### src/rtl/icri_pkg.sv
package icri_pkg;

    typedef enum logic [2:0] {
        ST_IDLE     = 3'd0,
        ST_PREWAIT  = 3'd1,
        ST_ISSUE    = 3'd2,
        ST_SETTLE   = 3'd3,
        ST_POSTWAIT = 3'd4
    } seq_state_e;

    localparam logic SEL_MASK = 1'b0;
    localparam logic SEL_CMD  = 1'b1;

endpackage

### src/rtl/ic_area_sizer.sv
module ic_area_sizer #(
    parameter int ADDR_W     = 32,
    parameter int LINE_BYTES = 16
) (
    input  logic [ADDR_W-1:0] span_start,
    input  logic [ADDR_W-1:0] span_end,
    output logic [ADDR_W-1:0] area,
    output logic [ADDR_W-1:0] mask
);
    localparam int LINE_SHIFT = $clog2(LINE_BYTES);
    localparam int BLW        = $clog2(ADDR_W + 1);
    localparam int SHW        = BLW + 1;

    logic [ADDR_W-1:0] span_m1;
    logic [ADDR_W-1:0] lines;
    logic [BLW-1:0]    bitlen;
    logic [SHW-1:0]    shamt;

    always_comb begin
        span_m1 = span_end - span_start - ADDR_W'(1);
        lines   = span_m1 >> LINE_SHIFT;
        bitlen  = '0;
        for (int i = 0; i < ADDR_W; i++) begin
            if (lines[i]) bitlen = BLW'(i + 1);
        end
        shamt = SHW'(LINE_SHIFT) + SHW'(bitlen);
        if (shamt >= SHW'(ADDR_W - 1)) begin
            area = {1'b1, {(ADDR_W-1){1'b0}}};
        end else begin
            area = ADDR_W'(1) << shamt;
        end
        mask = ~(area - ADDR_W'(1));
    end

endmodule

### src/rtl/ic_inv_seq.sv
module ic_inv_seq
    import icri_pkg::*;
#(
    parameter int ADDR_W = 32
) (
    input  logic              clk,
    input  logic              rst_n,
    input  logic              req_valid,
    input  logic [ADDR_W-1:0] req_start,
    input  logic [ADDR_W-1:0] req_end,
    input  logic              ic_enable,
    input  logic              eng_busy,
    input  logic [ADDR_W-1:0] area_i,
    input  logic [ADDR_W-1:0] mask_i,
    output logic [ADDR_W-1:0] span_start_o,
    output logic [ADDR_W-1:0] span_end_o,
    output logic              wr_o,
    output logic              sel_o,
    output logic [ADDR_W-1:0] wdata_o,
    output logic              done_o
);
    localparam logic [ADDR_W-1:0] INV_FLAG = ADDR_W'(1);

    typedef struct packed {
        seq_state_e        st;
        logic [ADDR_W-1:0] start;
        logic [ADDR_W-1:0] lim;
        logic [ADDR_W:0]   base;
        logic              wr;
        logic              sel;
        logic [ADDR_W-1:0] wdata;
        logic              done;
    } seq_regs_t;

    seq_regs_t       r_q, r_d;
    logic [ADDR_W:0] next_base;

    always_comb begin
        r_d       = r_q;
        r_d.wr    = 1'b0;
        r_d.done  = 1'b0;
        next_base = r_q.base + {1'b0, area_i};
        case (r_q.st)
            ST_IDLE: begin
                if (req_valid) begin
                    r_d.start = req_start;
                    r_d.lim   = req_end;
                    if (ic_enable) r_d.st   = ST_PREWAIT;
                    else           r_d.done = 1'b1;
                end
            end
            ST_PREWAIT: begin
                if (!eng_busy) begin
                    r_d.wr    = 1'b1;
                    r_d.sel   = SEL_MASK;
                    r_d.wdata = mask_i;
                    r_d.base  = {1'b0, r_q.start & mask_i};
                    r_d.st    = ST_ISSUE;
                end
            end
            ST_ISSUE: begin
                r_d.wr    = 1'b1;
                r_d.sel   = SEL_CMD;
                r_d.wdata = r_q.base[ADDR_W-1:0] | INV_FLAG;
                r_d.st    = ST_SETTLE;
            end
            ST_SETTLE: begin
                r_d.st = ST_POSTWAIT;
            end
            ST_POSTWAIT: begin
                if (!eng_busy) begin
                    r_d.base = next_base;
                    if (next_base < {1'b0, r_q.lim}) begin
                        r_d.st = ST_ISSUE;
                    end else begin
                        r_d.st   = ST_IDLE;
                        r_d.done = 1'b1;
                    end
                end
            end
            default: r_d.st = ST_IDLE;
        endcase
    end

    always_ff @(posedge clk) begin
        if (!rst_n) r_q <= '0;
        else        r_q <= r_d;
    end

    assign span_start_o = r_q.start;
    assign span_end_o   = r_q.lim;
    assign wr_o         = r_q.wr;
    assign sel_o        = r_q.sel;
    assign wdata_o      = r_q.wdata;
    assign done_o       = r_q.done;

endmodule

### src/rtl/ic_range_inv.sv
module ic_range_inv #(
    parameter int ADDR_W     = 32,
    parameter int LINE_BYTES = 16
) (
    input  logic              clk,
    input  logic              rst_n,
    input  logic              req_valid,
    input  logic [ADDR_W-1:0] req_start,
    input  logic [ADDR_W-1:0] req_end,
    output logic              req_done,
    input  logic              ic_enable,
    output logic              reg_wr,
    output logic              reg_sel,
    output logic [ADDR_W-1:0] reg_wdata,
    input  logic              eng_busy
);
    logic [ADDR_W-1:0] span_start, span_end, area, mask;

    ic_area_sizer #(.ADDR_W(ADDR_W), .LINE_BYTES(LINE_BYTES)) u_sizer (
        .span_start (span_start),
        .span_end   (span_end),
        .area       (area),
        .mask       (mask)
    );

    ic_inv_seq #(.ADDR_W(ADDR_W)) u_seq (
        .clk          (clk),
        .rst_n        (rst_n),
        .req_valid    (req_valid),
        .req_start    (req_start),
        .req_end      (req_end),
        .ic_enable    (ic_enable),
        .eng_busy     (eng_busy),
        .area_i       (area),
        .mask_i       (mask),
        .span_start_o (span_start),
        .span_end_o   (span_end),
        .wr_o         (reg_wr),
        .sel_o        (reg_sel),
        .wdata_o      (reg_wdata),
        .done_o       (req_done)
    );

endmodule

### config.mk
export PLATFORM = sky130hd
export DESIGN_NAME = ic_range_inv
export DESIGN_NICKNAME = d
export VERILOG_FILES = /design/src/rtl/icri_pkg.sv /design/src/rtl/ic_area_sizer.sv /design/src/rtl/ic_inv_seq.sv /design/src/rtl/ic_range_inv.sv
export SDC_FILE = /design/constraint.sdc
export NUM_CORES = 1
export LEC_CHECK = 0
export BUFFER_PORTS_ARGS = -buffer_cell sky130_fd_sc_hd__clkbuf_2
export CAP_MARGIN = 10
export CORE_MARGIN = 8
export CORE_UTILIZATION = 65
export CTS_BUF_LIST = sky130_fd_sc_hd__clkbuf_4 sky130_fd_sc_hd__clkbuf_8
export DETAILED_ROUTE_END_ITERATION = 6
export PLACE_DENSITY = 0.86
export SYNTH_ARGS = -nofsm -noshare
export SYNTH_HDL_FRONTEND = slang
export SYNTH_SLANG_ARGS = --single-unit
### constraint.sdc
create_clock -name clk -period 19.1 [get_ports clk]
set_input_delay 0.955 -clock clk [delete_from_list [all_inputs] [get_ports clk]]
set_output_delay 0.955 -clock clk [all_outputs]
set_load 0.005 [all_outputs]
==> results_dict.tcl <==
set metrics [dict create \
    drv_cap 0 \
    first_pass_iters 7 \
    cts_root_buf "clkbuf_8" \
    rows 47 \
    cts.htree.levels 4 \
    syn_area_um2 10900 \
    hold_viol 0 \
    synth_warnings 0 \
    finClkSkew_ns 0.0155 \
    num_vias 11000 \
    drc 0 \
    synth_cell_types 94 \
    initial_core_util_pct 66.0 \
    grtUsageMet1_pct 38.3 \
    dieArea_um2 21100 \
    track_usage_pct 32.9 \
    io_buffers 103 \
    fin_nets 1640 \
    cts.path.max_buffers 2 \
    crit_type "flop to flop" \
    worst-path-stages 36 \
    cts_resized 0 \
    slew_violations 0 \
    routed_wl_mm 35.8 \
    max_stage_delay_ns 0.55 \
    power.density_nw_per_um2 98.5 \
    cp.arrival_ns 10.44 \
    gp_congestion 1.01 \
    fill_cells 1450 \
    stdcell_count 1707 \
    io_pins 104 \
    drt_iter0_markers 1205 \
    mostFrequentLayoutCells "205 x nand2_1, 162 x a21oi_1, 135 x dfxtp_1" \
    regToRegSetupSlack_ns 9.02 \
    grtUsageMet3_pct 6.50 \
    synthFlopType "dfxtp_1" \
    met2_usage_pct 53.6 \
    path_max_fanout 12 \
    synth_edf_count 0 \
    grt_pass1_vias 10600 \
    worst_pin_slew_ns 1.11 \
    reg2regPathDepth 36 \
    drive_gt1_share_pct 12.6 \
    hold_ws_ns 0.466 \
    finalSetupViolCount 0 \
    cts_tree "done" \
    p_leak_nw 4.87 \
    dpl.hpwl_mm 27.1 \
    antenna_found_initial 0 \
    busiest_layer "met2" \
    layout_commonest_cell "nand2_1" \
    numClockSinks 135 \
    clk_pin_slew_ns 0.09 \
    grt-ovfl-total 0 \
    grt_max_degree 69 \
    area_delta_synth_final_pct 7.14 \
    crit_top_cell "a21oi_1" \
    relSlewSlack_pct 26.0 \
    ctsHoldBuffers 0 \
    cts_setup_buffers 0 \
    dp_cells 1675 \
    cts_buffers 17 \
    core_area_um2 16500 \
    cp-end-kind "flop" \
    routedWlPerCell_um 21.0 \
    fmax_mhz 99.2 \
    ant_nets 0 \
    crit_required_ns 19.46 \
    grt_pass1_wl_mm 56.1 \
    clkLatencyLatePin_ns 0.47 \
    fin_crit_sh_pct 52.8 \
    routed_via_density 6.47 \
    ys_async_sr_fraction_pct 0 \
    period_needed_ns 10.08 \
    fin_tns_setup_ns 0 \
    synth_area_per_cell_um2 7.51 \
    syn_inst 1446 \
    syn_nets 1612 \
    rsz0062_at_grt "no" \
    die_h_um 145 \
    hold_class "flop to flop" \
    path_buf_inv 3 \
    ir_worst_vdd_mv 0.0666 \
    outcome "complete, no violations" \
    cp-start-kind "flop" \
    hold_depth 2 \
    dieWidth_um 145 \
    cp_top_family "compound AO/OA/AOI/OAI gates" \
    ys_ff_latch 135 \
    seq_area_frac_synth_pct 24.9 \
    crit_slowest_cell "xor2_1" \
]
-- final timing paths --
check,to,from
max,u_seq.done_o,u_seq.span_start_o[5]
min,u_seq.span_start_o[13],u_seq.span_start_o[13]
max reg2reg,u_seq.done_o,u_seq.span_start_o[5]
min reg2reg,u_seq.span_start_o[13],u_seq.span_start_o[13]
-- stage by stage --
step | area, um2 | worst slack, ns | util, % | power (mW)
floorplan | 10900 | 11.07 | - | 0.737
global route | 11600 | 8.21 | 70.7 | 1.21
finish | 11600 | 9.02 | 70.7 | 1.15
global placement | 11200 | 9.58 | 68.2 | 0.878
CTS | 11600 | 9.29 | 70.7 | 1.13
detailed placement | 11200 | 9.33 | 68.2 | 0.880
-- final cells by class --
| class | instances | area, um2 | area share, % |
|---|---|---|---|
| Antenna cell | 1 | 2.50 | 0.0215 |
| Inverter | 87 | 328 | 2.82 |
| Tap cell | 220 | 275 | 2.37 |
| Sequential cell | 135 | 2700 | 23.2 |
| Timing Repair Buffer | 114 | 598 | 5.14 |
| Multi-Input combinational cell | 1119 | 7330 | 63.0 |
| Clock buffer | 19 | 249 | 2.14 |
| Clock inverter | 12 | 154 | 1.32 |
-- synthesized netlist by cell type, types with 6 or more instances --
master | number | share of area [%]
a211oi_1 | 13 | 0.90
a21o_1 | 24 | 1.7
a21oi_1 | 162 | 7.5
a221oi_1 | 6 | 0.48
a222oi_1 | 9 | 0.83
a22oi_1 | 38 | 2.6
a31o_2 | 6 | 0.48
a31oi_1 | 18 | 1.0
and2_1 | 16 | 0.92
and3_1 | 11 | 0.63
buf_2 | 10 | 0.46
buf_4 | 32 | 2.2
clkbuf_1 | 58 | 2.0
dfxtp_1 | 135 | 25
ha_1 | 96 | 11
inv_1 | 86 | 3.0
mux2i_1 | 9 | 0.83
nand2_1 | 205 | 7.1
nand2b_1 | 16 | 0.92
nand3_1 | 37 | 1.7
nand3b_1 | 9 | 0.62
nor2_1 | 97 | 3.4
nor2b_1 | 9 | 0.52
nor3_1 | 19 | 0.88
nor4b_1 | 6 | 0.48
o211ai_1 | 13 | 0.90
o21a_1 | 12 | 0.83
o21ai_0 | 64 | 2.9
o21ai_1 | 6 | 0.28
o21bai_1 | 9 | 0.62
o31ai_1 | 8 | 0.55
or3_1 | 9 | 0.52
xnor2_1 | 41 | 3.3
xor2_1 | 31 | 2.5
-- per-layer routing --
metal,routed length (um),part of all wire [%]
met2,16100,45
met1,14300,40
met4,2590,7.2
met3,2770,7.7
met5,0,0
-- flip-flops by register name, indices dropped and copies added (netlist names) --
signal,cells
u_seq.wr_o,1
u_seq.sel_o,1
u_seq.span_start_o,32
u_seq.wdata_o,32
u_seq.r_q,36
u_seq.span_end_o,32
u_seq.done_o,1
-- worst reg2reg max path: cells and delay by family, from the launching register on --
| kind | cells | cell delay (ns) |
|---|---|---|
| flip-flops | 1 | 0.38 |
| buffers and inverters | 3 | 0.31 |
| AND/OR/NAND/NOR | 6 | 1.73 |
| XOR/XNOR | 2 | 0.79 |
| adder cells (fa/ha/maj) | 5 | 1.37 |
| AO/OA/AOI/OAI | 20 | 5.41 |
-- power by group --
part | internal [mW] | total, mW | leakage [nW] | switching (mW)
Combinational | 0.200 | 0.572 | 3.57 | 0.372
Sequential | 0.301 | 0.321 | 1.10 | 0.0201
Clock | 0.131 | 0.253 | 0.199 | 0.122
-- kinds of logic (layout without fill, tap and decap cells) --
| kind of cell | count (synthesis) | after routing | share of synthesized area [%] |
|---|---|---|---|
| fa+ha+maj | 97 | 97 | 11.2 |
| xor+xnor | 73 | 73 | 5.96 |
| flops | 135 | 135 | 24.9 |
| simple gates | 471 | 471 | 20.3 |
| other cells | 0 | 1 | 0 |
| compound gates | 467 | 467 | 28.7 |
| buf+inv | 192 | 232 | 7.86 |
| mux | 11 | 11 | 1.04 |
(Power assumes the default switching activity.)
